`src/rtl/ycc_pkg.sv`:
```
package ycc_pkg;
  localparam int NUM_CH   = 3;
  localparam int PIPE_LAT = 3;
  localparam int CH_R = 0;
  localparam int CH_G = 1;
  localparam int CH_B = 2;

  // offsets for 8-bit samples, scaled up for wider pixels
  localparam int LUMA_OFS_8   = 16;
  localparam int CHROMA_OFS_8 = 128;

  // coefficients in thousandths: src 0 = luma, 1 = Cb, 2 = Cr
  function automatic int coef_milli(input int ch, input int src);
    int c;
    c = 0;
    if (src == 0) c = 1164;
    else if (ch == CH_R && src == 2) c = 1596;
    else if (ch == CH_G && src == 1) c = -392;
    else if (ch == CH_G && src == 2) c = -813;
    else if (ch == CH_B && src == 1) c = 2017;
    return c;
  endfunction

  // round-to-nearest scaling of a thousandths value to FRAC fraction bits
  function automatic int scale_coef(input int milli, input int frac);
    int mag;
    mag = (milli < 0) ? -milli : milli;
    mag = ((mag << frac) + 500) / 1000;
    return (milli < 0) ? -mag : mag;
  endfunction
endpackage

```
`src/rtl/ycc_offset_stage.sv`:
```
module ycc_offset_stage
  import ycc_pkg::*;
#(
  parameter int PIX_W = 8,
  localparam int OFS_W = PIX_W + 1
) (
  input  logic                    clk_i,
  input  logic                    rst_ni,
  input  logic [PIX_W-1:0]        y_i,
  input  logic [PIX_W-1:0]        cb_i,
  input  logic [PIX_W-1:0]        cr_i,
  output logic signed [OFS_W-1:0] y_o,
  output logic signed [OFS_W-1:0] cb_o,
  output logic signed [OFS_W-1:0] cr_o
);
  localparam int SCALE  = 1 << (PIX_W - 8);
  localparam int Y_OFS  = LUMA_OFS_8 * SCALE;
  localparam int C_OFS  = CHROMA_OFS_8 * SCALE;
  localparam logic signed [OFS_W-1:0] Y_OFS_S = OFS_W'(Y_OFS);
  localparam logic signed [OFS_W-1:0] C_OFS_S = OFS_W'(C_OFS);

  logic signed [OFS_W-1:0] y_d, cb_d, cr_d;

  always_comb begin
    y_d  = $signed({1'b0, y_i})  - Y_OFS_S;
    cb_d = $signed({1'b0, cb_i}) - C_OFS_S;
    cr_d = $signed({1'b0, cr_i}) - C_OFS_S;
  end

  always_ff @(posedge clk_i or negedge rst_ni) begin
    if (!rst_ni) begin
      y_o  <= '0;
      cb_o <= '0;
      cr_o <= '0;
    end else begin
      y_o  <= y_d;
      cb_o <= cb_d;
      cr_o <= cr_d;
    end
  end

  AST_LUMA_NEG: assert property (@(posedge clk_i) disable iff (!rst_ni)
    (int'(y_i) < Y_OFS) |=> (y_o < 0));
  AST_CHROMA_SIGN: assert property (@(posedge clk_i) disable iff (!rst_ni)
    (int'(cb_i) >= C_OFS) |=> (cb_o >= 0));
endmodule

```
`src/rtl/ycc_matrix_stage.sv`:
```
module ycc_matrix_stage
  import ycc_pkg::*;
#(
  parameter int PIX_W  = 8,
  parameter int FRAC_W = 10,
  localparam int OFS_W = PIX_W + 1,
  localparam int ACC_W = OFS_W + FRAC_W + 4,
  localparam int SUM_W = ACC_W - FRAC_W
) (
  input  logic                    clk_i,
  input  logic                    rst_ni,
  input  logic signed [OFS_W-1:0] y_i,
  input  logic signed [OFS_W-1:0] cb_i,
  input  logic signed [OFS_W-1:0] cr_i,
  output logic signed [SUM_W-1:0] sum_o [NUM_CH]
);
  localparam logic signed [ACC_W-1:0] HALF = ACC_W'(1 << (FRAC_W - 1));
  // worst case magnitude is below 4x full scale
  localparam int BOUND = 4 << PIX_W;

  for (genvar k = 0; k < NUM_CH; k++) begin : g_row
    localparam int KY  = scale_coef(coef_milli(k, 0), FRAC_W);
    localparam int KCB = scale_coef(coef_milli(k, 1), FRAC_W);
    localparam int KCR = scale_coef(coef_milli(k, 2), FRAC_W);

    logic signed [ACC_W-1:0] acc, rnd;

    always_comb begin
      acc = ACC_W'(KY)  * ACC_W'(y_i)
          + ACC_W'(KCB) * ACC_W'(cb_i)
          + ACC_W'(KCR) * ACC_W'(cr_i);
      rnd = (acc + HALF) >>> FRAC_W;
    end

    always_ff @(posedge clk_i or negedge rst_ni) begin
      if (!rst_ni) sum_o[k] <= '0;
      else         sum_o[k] <= rnd[SUM_W-1:0];
    end

    AST_NO_OVERFLOW: assert property (@(posedge clk_i) disable iff (!rst_ni)
      (int'(sum_o[k]) < BOUND) && (int'(sum_o[k]) > -BOUND));
  end
endmodule

```
`src/rtl/ycc_clamp_stage.sv`:
```
module ycc_clamp_stage #(
  parameter int PIX_W = 8,
  parameter int SUM_W = 13
) (
  input  logic                    clk_i,
  input  logic                    rst_ni,
  input  logic signed [SUM_W-1:0] sum_i,
  output logic [PIX_W-1:0]        pix_o
);
  localparam int PIX_MAX = (1 << PIX_W) - 1;
  localparam logic signed [SUM_W-1:0] HI = SUM_W'(PIX_MAX);

  logic [PIX_W-1:0] pix_d;

  always_comb begin
    if (sum_i < 0)       pix_d = '0;
    else if (sum_i > HI) pix_d = '1;
    else                 pix_d = sum_i[PIX_W-1:0];
  end

  always_ff @(posedge clk_i or negedge rst_ni) begin
    if (!rst_ni) pix_o <= '0;
    else         pix_o <= pix_d;
  end

  AST_CLAMP_LOW: assert property (@(posedge clk_i) disable iff (!rst_ni)
    (sum_i < 0) |=> (pix_o == '0));
  AST_CLAMP_HIGH: assert property (@(posedge clk_i) disable iff (!rst_ni)
    (sum_i > HI) |=> (int'(pix_o) == PIX_MAX));
endmodule

```
`src/rtl/ycc_to_rgb.sv`:
```
module ycc_to_rgb
  import ycc_pkg::*;
#(
  parameter int PIX_W  = 8,
  parameter int FRAC_W = 10
) (
  input  logic             clk_i,
  input  logic             rst_ni,
  input  logic [PIX_W-1:0] y_i,
  input  logic [PIX_W-1:0] cb_i,
  input  logic [PIX_W-1:0] cr_i,
  output logic [PIX_W-1:0] r_o,
  output logic [PIX_W-1:0] g_o,
  output logic [PIX_W-1:0] b_o
);
  localparam int OFS_W = PIX_W + 1;
  localparam int ACC_W = OFS_W + FRAC_W + 4;
  localparam int SUM_W = ACC_W - FRAC_W;
  localparam logic [PIX_W-1:0] C_MID = PIX_W'(CHROMA_OFS_8 << (PIX_W - 8));

  logic signed [OFS_W-1:0] y_s, cb_s, cr_s;
  logic signed [SUM_W-1:0] sum  [NUM_CH];
  logic [PIX_W-1:0]        pix  [NUM_CH];

  ycc_offset_stage #(.PIX_W(PIX_W)) u_ofs (
    .clk_i  (clk_i),
    .rst_ni (rst_ni),
    .y_i    (y_i),
    .cb_i   (cb_i),
    .cr_i   (cr_i),
    .y_o    (y_s),
    .cb_o   (cb_s),
    .cr_o   (cr_s)
  );

  ycc_matrix_stage #(.PIX_W(PIX_W), .FRAC_W(FRAC_W)) u_mac (
    .clk_i  (clk_i),
    .rst_ni (rst_ni),
    .y_i    (y_s),
    .cb_i   (cb_s),
    .cr_i   (cr_s),
    .sum_o  (sum)
  );

  for (genvar k = 0; k < NUM_CH; k++) begin : g_ch
    ycc_clamp_stage #(.PIX_W(PIX_W), .SUM_W(SUM_W)) u_clamp (
      .clk_i  (clk_i),
      .rst_ni (rst_ni),
      .sum_i  (sum[k]),
      .pix_o  (pix[k])
    );
  end

  assign r_o = pix[CH_R];
  assign g_o = pix[CH_G];
  assign b_o = pix[CH_B];

  AST_GREY_EQUAL: assert property (@(posedge clk_i) disable iff (!rst_ni)
    (cb_i == C_MID && cr_i == C_MID) |=> ##2 (r_o == g_o && g_o == b_o));
endmodule

```
`config.mk`:
```
export PLATFORM = sky130hd
export DESIGN_NAME = ycc_to_rgb
export DESIGN_NICKNAME = d
export VERILOG_FILES = /design/src/rtl/ycc_pkg.sv /design/src/rtl/ycc_offset_stage.sv /design/src/rtl/ycc_matrix_stage.sv /design/src/rtl/ycc_clamp_stage.sv /design/src/rtl/ycc_to_rgb.sv
export SDC_FILE = /design/constraint.sdc
export NUM_CORES = 1
export LEC_CHECK = 0
export ABC_AREA = 0
export BUFFER_PORTS_ARGS = -buffer_cell sky130_fd_sc_hd__buf_2
export CAP_MARGIN = 40
export CORE_ASPECT_RATIO = 1.2
export CORE_MARGIN = 1.5
export CORE_UTILIZATION = 50
export DETAILED_ROUTE_END_ITERATION = 8
export GPL_TIMING_DRIVEN = 0
export PLACE_DENSITY_LB_ADDON = 0.15
export SKIP_LAST_GASP = 1
export SYNTH_ARGS = -nofsm -noshare
export SYNTH_HDL_FRONTEND = slang
export SYNTH_SLANG_ARGS = --single-unit
```
`constraint.sdc`:
```
create_clock -name clk_i -period 12.35 [get_ports clk_i]
set_input_delay 1.8525 -clock clk_i [delete_from_list [all_inputs] [get_ports clk_i]]
set_output_delay 1.8525 -clock clk_i [all_outputs]
set_load 0.005 [all_outputs]
```
### After elaboration in Yosys (flattened, before gate mapping)

Cells that the tools add are included.

* word-level logic and storage cells: 36
* bits in registers: 90

* muxes and demuxes: 6
* magnitude comparators: 6
* $add $sub $neg: 10
* multiply operators: 5

Operator list (count)
* $add A23 B11 Y23 const B: 3
* $mux W8: 6
* $mul A11 B9 Y20 const A: 2
* $gt A13 B9 Y1 const B: 3
* $lt A13 B1 Y1 const B: 3
* $add A21 B22 Y23: 1
* $add A23 B23 Y23: 1
* $add A21 B19 Y22: 1
* $add A21 B21 Y22: 1
* $mul A13 B9 Y22 const A: 1
* $mul A10 B9 Y19 const A: 1
* $mul A9 B9 Y18 const A: 1
* $sub A8 B8 Y9 const B: 2
* $sub A8 B5 Y9 const B: 1

### Logic depth before layout (Yosys ltp)

Gate-level depths: netlist (run 1).

* depth in word-level cells: 4
* gate-level depth with buffers: 33
* gate-level depth less buffers: 33

### Hierarchy

From an unflattened synthesis (run 1), not the netlist that was laid out.

* cell total of the unflattened synthesis: 1282
* area total of the unflattened synthesis: 13207.7 um^2

Modules (own cells, without submodules)
* ycc_matrix_stage: cells each 1167, times used 1, area an instance 11614.9 um^2
* ycc_clamp_stage: cells each 26, times used 3, area an instance 295.3 um^2
* ycc_offset_stage: cells each 37, times used 1, area an instance 706.9 um^2

### Worst setup path before layout (run 1)

OpenSTA, ideal clock, no wires.

* path type: register -> register
* start point: reg u_ofs.y_o[3]
* end point: reg u_mac.sum_o[25] in the netlist's numbering
* period minus slack after synthesis: 7.711 ns
* setup slack: 4.639 ns
* path buffers: 0
* data arrival time: 7.583 ns
* stages on the path, launching flop included: 33
* library setup time: 0.128 ns
* cells stage by stage: dfrtp_1 -> ha_1 -> ha_1 -> inv_1 -> fa_1 -> inv_1 -> fa_1 -> ha_1 -> fa_1 -> a21o_1 -> a21oi_1 -> xnor2_1 -> ha_1 -> inv_1 -> fa_1 -> fa_1 -> inv_1 -> ha_1 -> and3_1 -> a21oi_1 -> nand3b_1 -> xor2_1 -> ha_1 -> ha_1 -> nand3_1 -> nor2_1 -> a32oi_1 -> o31a_1 -> a211o_1 -> o2111a_1 -> o21bai_1 -> a21oi_1 -> xor2_1

* word-level cells in the longest chain between the ends: 4

RTL lines
* start: declaration: line ycc_offset_stage.sv:12 `output logic signed [OFS_W-1:0] y_o,`
* start signal: assignment: line ycc_offset_stage.sv:36 `y_o <= y_d;`
* $mul A9 B9 Y18: line ycc_matrix_stage.sv:29 `acc = ACC_W'(KY) * ACC_W'(y_i)`
* $add A21 B19 Y22: line ycc_matrix_stage.sv:30 `+ ACC_W'(KCB) * ACC_W'(cb_i)`
* $add A23 B23 Y23: line ycc_matrix_stage.sv:31 `+ ACC_W'(KCR) * ACC_W'(cr_i);`
* $add A23 B11 Y23: line ycc_matrix_stage.sv:32 `rnd = (acc + HALF) >>> FRAC_W;`
* net u_mac.g_row[1].rnd[12]: line ycc_matrix_stage.sv:26 `logic signed [ACC_W-1:0] acc, rnd;`
* end signal: indexed assignment: line ycc_matrix_stage.sv:37 `else sum_o[k] <= rnd[SUM_W-1:0];`
* end: declaration: line ycc_matrix_stage.sv:15 `output logic signed [SUM_W-1:0] sum_o [NUM_CH]`

The timed path passes the listed nets, and every way through them passes these cells.

### Final worst setup path (run 1)

Ends and elaborated chain as after synthesis.

==> results.ini, run 1 <==
[status]
status = completed

[timing]
clock.fmax_ghz = 0.116
finClkSkew_ns = 0.0129
tns_ns = 0
worst_pin_slew_ns = 0.915
final_max_slew_viol_count = 0
finalCriticalPeriod_ns = 8.58
max_slew_margin_pct = 38.5
hold_ws_ns = 0.463
setup_viol = 0
rsz0062_at_grt = no
fin_crit_sh_pct = 69.5
hold_viol = 0

[yosys]
synth_cell_types = 66
synthArstFlopShare_pct = 100
yosys_register_bits = 88
yosys_warnings = 0
post_synth_inst_count = 1327
yosysSeqAreaShare_pct = 16.6
ys.flop_type = dfrtp_1
synth_fp_nets = 1818
synth.avg_cell_area_um2 = 9.98
synth-edff-count = 0
netlist_area_mm2 = 0.0132

[clock_network]
hold_buffers = 0
clock-sinks = 88
post-cts-setup-buffers = 0
htree_num_levels = 3
numCtsBuffers = 9
cts-root-buf = clkbuf_16
clk_pin_slew_ns = 0.08
tritoncts = yes
clockBufferDepth = 2
cts_resized = 0
insertion_delay_ns = 0.37

[flow_run]
cap_viol_max_count = 0

[drt]
drt_pass1_iterations = 5
vias = 8946
detail-route-antenna-nets = 0
routed_wl_um = 26600
routedWlPerCell_um = 15.4
post_drt_via_cell_ratio = 5.18
drc = 0
drt_iter0_drc = 250

[critical_path]
cp.arrival_ns = 8.83
cp_top_family = adder cells
endpoint = u_mac.sum_o[25]
crit_type = reg2reg
r2r_slack_ns = 3.77
r2r-end = u_mac.sum_o[25]
r2r_start = u_ofs.y_o[3]
cp-end-kind = flop
crit_fanout = 4
cp.required_ns = 12.60
startpoint_type = flop
max_stage_delay_ns = 0.55
crit_buf_inv = 4
crit_top_cell = ha_1
r2r_cells = 32
critPathSlowestCell = fa_1
critical_path_cell_count = 32
startpoint = u_ofs.y_o[3]

[grt]
grt_pass1_vias = 9395
antenna_found_initial = 0
grt_pass1_wl_um = 45600
overflow = 0
grt_use_total_pct = 21.5
grt_start_max_net_pins = 50

[final_layout]
nNetsFinal = 1880
layout-drive-gt1-share_pct = 6.32
final_core_util_pct = 54.3
area_growth_pct = 7.42
antenna_cells = 0
stdcell_area_mm2 = 0.0142

[floorplanning]
core_area_mm2 = 0.0262
pin_count = 50
initial_core_util_pct = 50.6
die_x_um = 152
die_area_mm2 = 0.0275
dieHeight_um = 181
fp-row-count = 65

[place]
port_buffers = 49
gp_congestion = 0.838
hpwlAfterDp_um = 23200
place_area_mm2 = 0.0139

[hold_path]
hp-class = reg2reg
hold_start = u_mac.sum_o[18]

-- placed cells by master (no fill, tap or decap), types with 9 or more instances in the layout --
cell,instances
xnor2_1,80
dfrtp_1,88
clkbuf_16,9
nand2b_1,14
inv_1,260
nor2b_1,9
buf_2,50
nand2_1,34
nor3_1,19
o21ai_0,12
o21bai_1,13
nor2_1,97
a21o_1,16
ha_1,333
nand3_1,22
a21oi_1,50
xor2_1,27
fa_1,132
-- cell usage after synthesis (3+ instances only) --
cell type	count	area share [%]
ha_1	333	31
inv_1	260	7.4
fa_1	132	20
nor2_1	97	2.7
dfrtp_1	88	17
xnor2_1	80	5.3
a21oi_1	50	1.9
nand2_1	34	0.96
xor2_1	27	1.8
nand3_1	22	0.83
nor3_1	19	0.72
a21o_1	16	0.91
nand2b_1	14	0.66
o21bai_1	13	0.74
o21ai_0	12	0.45
nor2b_1	9	0.43
a31oi_1	7	0.33
and3_1	7	0.33
nand4_1	7	0.33
a211oi_1	6	0.34
o21ai_1	6	0.23
or3_1	6	0.28
o21a_1	5	0.28
a21boi_0	4	0.23
and2_1	4	0.19
clkbuf_1	4	0.11
or4_1	4	0.23
a31o_2	3	0.20
buf_1	3	0.085
nand3b_1	3	0.17
o2111ai_1	3	0.20
o31ai_1	3	0.17
or2_2	3	0.14
-- worst min-delay path: cells and delay by family (launching register included) --
kind,cells,cell delay (ns)
and+or+nand+nor,2,0.11
DFF,1,0.32
-- state kept, by name, summed over array words and instances (netlist names) --
register / flops
u_ofs.cr_o: 8
g_ch.u_clamp.pix_o: 24
u_mac.sum_o: 39
u_ofs.cb_o: 8
u_ofs.y_o: 9
-- logic make-up after synthesis --
logic type      after synthesis  synth area share (%)
fa+ha+maj                   466                  51.5
simple gates                235                  8.38
buf+inv                     270                  7.73
compound gates              157                  8.23
xor+xnor                    108                  7.20
flops                        88                  16.6
mux                           3                 0.321
-- area by class of cell --
class                   count  area, um^2
well taps                 335         419
multi-input cells         969       10000
flip-flops and latches     88        2200
plain buffers              10        47.5
fillers                  2397       12000
repair buffers             51         283
clock buffers              10         239
inverters                 260         976
clock inverters             5        41.3
-- per-layer routing --
layer	track usage [%]	vias to the layer above	wire (um)
met2	37.4	120	13400
li1	-	4503	-
met1	27.3	4285	11900
met3	2.53	38	614
met5	0	-	0
met4	7.19	0	776
-- worst min-delay path by stage --
stage	to	depth (start not counted)
2_1_floorplan	g_ch[0].u_clamp.pix_o[0]	2
3_3_place_gp	g_ch[1].u_clamp.pix_o[7]	2
3_5_place_dp	g_ch[1].u_clamp.pix_o[5]	2
4_1_cts	g_ch[1].u_clamp.pix_o[5]	2
5_1_grt	g_ch[1].u_clamp.pix_o[0]	2
6_report	g_ch[1].u_clamp.pix_o[5]	2
-- stage by stage --
step           setup slack, ns  std cells
2_1_floorplan             4.64       1327
3_3_place_gp              3.78       1711
3_5_place_dp              3.76       1713
4_1_cts                   3.73       1728
5_1_grt                   3.33       1728
6_report                  3.77       1728
Power of run 1 is not shown: default switching activity piles up to over one toggle a cycle in this logic, so the estimate is an artifact.
==> run 2, diff against run 1 <==
Clock period 12.35 ns to 8.3 ns, I/O delays scaled along.
==> results.ini, run 2 (synthesis results as in run 1) <==
[final_layout]
layout-drive-gt1-share_pct = 9.42
nNetsFinal = 1888
regMostFlops = u_mac.sum_o
mostFrequentLayoutCells = ha_1 (326), inv_1 (260), fa_1 (130)
top_regs = u_mac.sum_o x39, g_ch.u_clamp.pix_o x24, u_ofs.y_o x9
antenna_cells = 0
layout.cells.most_common = ha_1
area_growth_pct = 10.1
largest_reg_flops = 39
stdcell_area_mm2 = 0.0146

[floorplanning]
core_area_mm2 = 0.0262
die_x_um = 152
dieHeight_um = 181
pin_count = 50
initial_core_util_pct = 50.6
fp-row-count = 65
die_area_mm2 = 0.0275

[timing]
final_max_slew_viol_count = 0
hold_viol = 0
fin_ws_ns = 0.279
finalCriticalPeriod_ns = 8.02
max_slew_margin_pct = 47.4
tns_ns = 0
finClkSkew_ns = 0.0139
clock.fmax_ghz = 0.125
fin_crit_sh_pct = 96.6
worst_pin_slew_ns = 0.788
setup_viol = 0

[drt]
drt_iter0_drc = 321
wl_met1_um = 11900
routedWlPerCell_um = 15.5
drc = 0
routed.top_layer = met4
detail-route-antenna-nets = 0
post_drt_via_cell_ratio = 5.20
drt_pass1_iterations = 5
routed_wl_um = 26900
wl_met3_um = 651
vias = 9032
wl_met2_um = 13600

[status]
status = completed

[clock_network]
clockBufferDepth = 2
numCtsBuffers = 9
clk_pin_slew_ns = 0.08
htree_num_levels = 3
tritoncts = yes
clock-sinks = 88
insertion_delay_ns = 0.37
cts-root-buf = clkbuf_16
hold_buffers = 0

[flow_run]
cap_viol_max_count = 0

[grt]
grt_use_total_pct = 21.5
antenna_found_initial = 0
grt_pass1_vias = 9420
grt_pass1_wl_um = 45700
overflow = 0
grt_start_max_net_pins = 50

[critical_path]
cp.required_ns = 8.55
startpoint_type = flop
r2r_cells = 33
cp.arrival_ns = 8.27
crit_top_cell = ha_1
crit_type = reg2reg
crit_fanout = 4
cp-end-kind = flop
max_stage_delay_ns = 0.54
critPathSlowestCell = fa_1

[hold_path]
holdPathStages = 2
hp-class = reg2reg

[place]
dp_slack_ns = -0.290
gp_congestion = 0.838
port_buffers = 49
hpwlAfterDp_um = 23200
place_area_mm2 = 0.0139

run 2: timing repair:
action,CTS,global route
setup endpoints to repair,2,5
pin swaps,4,10
setup buffers,3,5
gates resized for setup,14,31
run 2: worst max-delay path: cells and delay by family (launching register included):
kind            cells  cell delay, ns
xor+xnor            3            0.45
fa+ha+maj          12            4.50
flops               1            0.42
simple gates        2            0.41
compound gates     11            1.74
buf+inv             5            0.36
run 2: final timing paths:
path                                 start  slack (ns)                        to
min in group asynchronous           rst_ni        0.86  g_ch[1].u_clamp.pix_o[3]
max in group asynchronous           rst_ni        6.80  g_ch[2].u_clamp.pix_o[6]
min                        u_mac.sum_o[18]        0.46  g_ch[1].u_clamp.pix_o[5]
max reg2reg                   u_ofs.y_o[5]        0.28           u_mac.sum_o[25]
max                           u_ofs.y_o[5]        0.28           u_mac.sum_o[25]
min reg2reg                u_mac.sum_o[18]        0.46  g_ch[1].u_clamp.pix_o[5]
run 2: routing by layer:
| layer | vias to the layer above | global-route usage, % |
|---|---|---|
| met3 | 33 | 2.45 |
| li1 | 4516 | - |
| met5 | - | 0 |
| met4 | 0 | 7.65 |
| met1 | 4348 | 27.4 |
| met2 | 135 | 37.4 |
run 2: area by class of cell:
type                            instances  area, um^2
Multi-Input combinational cell        969       10300
Inverter                              260         976
Tap cell                              335         419
Fill cell                            2357       11600
Sequential cell                        88        2200
Buffer                                 10        47.5
Timing Repair Buffer                   59         343
Clock inverter                          5        41.3
Clock buffer                           10         239
run 2: metrics by stage:
stage               hold slack [ns]  instances  util, %
floorplan                     0.442       1327        -
global placement              0.444       1711     53.1
detailed placement            0.451       1713     53.2
CTS                           0.468       1731     54.8
global route                  0.493       1736     55.7
finish                        0.463       1736     55.7
Power of run 2 is left out for the same reason.
==> run 3, diff against run 2 <==
Settings changed: GPL_TIMING_DRIVEN 0 to 1, PLACE_DENSITY from default to 0.67, PLACE_DENSITY_LB_ADDON 0.15 to default.
Clock period 8.3 ns to 9.8 ns, I/O delays scaled along.
==> results.ini, run 3 (synthesis results as in run 1) <==
[floorplanning]
die_x_um = 152
die_area_mm2 = 0.0275
fp-row-count = 65
initial_core_util_pct = 50.6
dieHeight_um = 181
core_area_mm2 = 0.0262
pin_count = 50

[final_layout]
top_regs = u_mac.sum_o x39, g_ch.u_clamp.pix_o x24, u_ofs.y_o x9
mostFrequentLayoutCells = ha_1 (333), inv_1 (260), fa_1 (132)
nNetsFinal = 1870
multi_input_area_mm2 = 0.0100
seqCellArea_mm2 = 0.00220
layout.cells.most_common = ha_1
antenna_cells = 0
regMostFlops = u_mac.sum_o
layout-drive-gt1-share_pct = 6.21
stdcell_area_mm2 = 0.0142
fillers = 2359
area_growth_pct = 6.99
final_core_util_pct = 54.1
largest_reg_flops = 39

[clock_network]
numCtsBuffers = 9
clock-sinks = 88
cts-root-buf = clkbuf_16
tritoncts = yes
post-cts-setup-buffers = 0
cts_resized = 0
htree_num_levels = 3
hold_buffers = 0
clockBufferDepth = 2
clk_pin_slew_ns = 0.07
insertion_delay_ns = 0.37

[drt]
routedWlPerCell_um = 15.6
post_drt_via_cell_ratio = 5.22
routed_wl_um = 26900
vias = 8969
detail-route-antenna-nets = 0
drc = 0
drt_pass1_iterations = 7
drt_iter0_drc = 281

[place]
port_buffers = 49
gp_congestion = 0.864
hpwlAfterDp_um = 23200
place_area_mm2 = 0.0139

[timing]
finClkSkew_ns = 0.00994
tns_ns = 0
clock.fmax_ghz = 0.120
worst_pin_slew_ns = 0.745
rsz0062_at_grt = no
hold_viol = 0
finalCriticalPeriod_ns = 8.34
final_max_slew_viol_count = 0
max_slew_margin_pct = 50.3
setup_viol = 0
fin_crit_sh_pct = 85.1

[critical_path]
crit_top_cell = ha_1
crit_type = reg2reg
crit_fanout = 6
cp-end-kind = flop
cp.required_ns = 10.04
startpoint_type = flop
max_stage_delay_ns = 0.54
cp.arrival_ns = 8.58
critPathSlowestCell = fa_1

[grt]
overflow = 0
grt_pass1_vias = 9550
grt_start_max_net_pins = 53
grt_pass1_wl_um = 45700
grt_use_total_pct = 21.5
antenna_found_initial = 0

[status]
status = completed

[flow_run]
cap_viol_max_count = 0

[hold_path]
hp-class = reg2reg

==> run 3: cell types whose count changed in the layout (fill, tap and decap cells not counted), sizes merged <==
cell / previous run / this run
buf: 65 / 51
clkbuf: 14 / 11
==> run 3: cell type report <==
class	count	share of cell area (%)
Timing Repair Buffer	51	1.85
Tap cell	335	2.96
Multi-Input combinational cell	969	70.7
Sequential cell	88	15.5
Clock buffer	11	1.78
Inverter	260	6.89
Clock inverter	5	0.274
==> run 3: worst paths after layout <==
kind / startpoint / to / slack [ns] / cells after the start
worst min-delay path: u_mac.sum_o[29] / g_ch[0].u_clamp.pix_o[3] / 0.46 / 2
worst max-delay path: u_ofs.y_o[3] / u_mac.sum_o[25] / 1.46 / 32
worst max register to register: u_ofs.y_o[3] / u_mac.sum_o[25] / 1.46 / 32
min in group asynchronous: rst_ni / g_ch[1].u_clamp.pix_o[1] / 1.06 / 1
worst min register to register: u_mac.sum_o[29] / g_ch[0].u_clamp.pix_o[3] / 0.46 / 2
max in group asynchronous: rst_ni / u_ofs.y_o[8] / 7.68 / 2
==> run 3: routing by layer <==
| layer | GRT usage (%) | share of wire, % | routed length (um) |
|---|---|---|---|
| met5 | 0 | 0 | 0 |
| met4 | 7.58 | 2.8 | 749 |
| met3 | 2.58 | 2.6 | 706 |
| met2 | 38.3 | 51 | 13600 |
| met1 | 26.4 | 44 | 11800 |
==> run 3: worst max-delay path, delay by kind of cell, from the launching register on <==
kind / cells / cell delay (ns)
fa+ha+maj: 12 / 4.70
simple gates: 4 / 0.51
xor+xnor: 3 / 0.65
buf+inv: 4 / 0.21
flops: 1 / 0.42
compound gates: 9 / 1.72
==> run 3: per-stage QoR <==
step / hold slack, ns / worst slack (ns) / cells
floorplan: 0.442 / 2.09 / 1327
global placement: 0.456 / 1.62 / 1703
detailed placement: 0.452 / 1.48 / 1703
CTS: 0.465 / 1.41 / 1719
global route: 0.491 / 0.958 / 1719
finish: 0.463 / 1.46 / 1719
Power of run 3 is left out for the same reason.
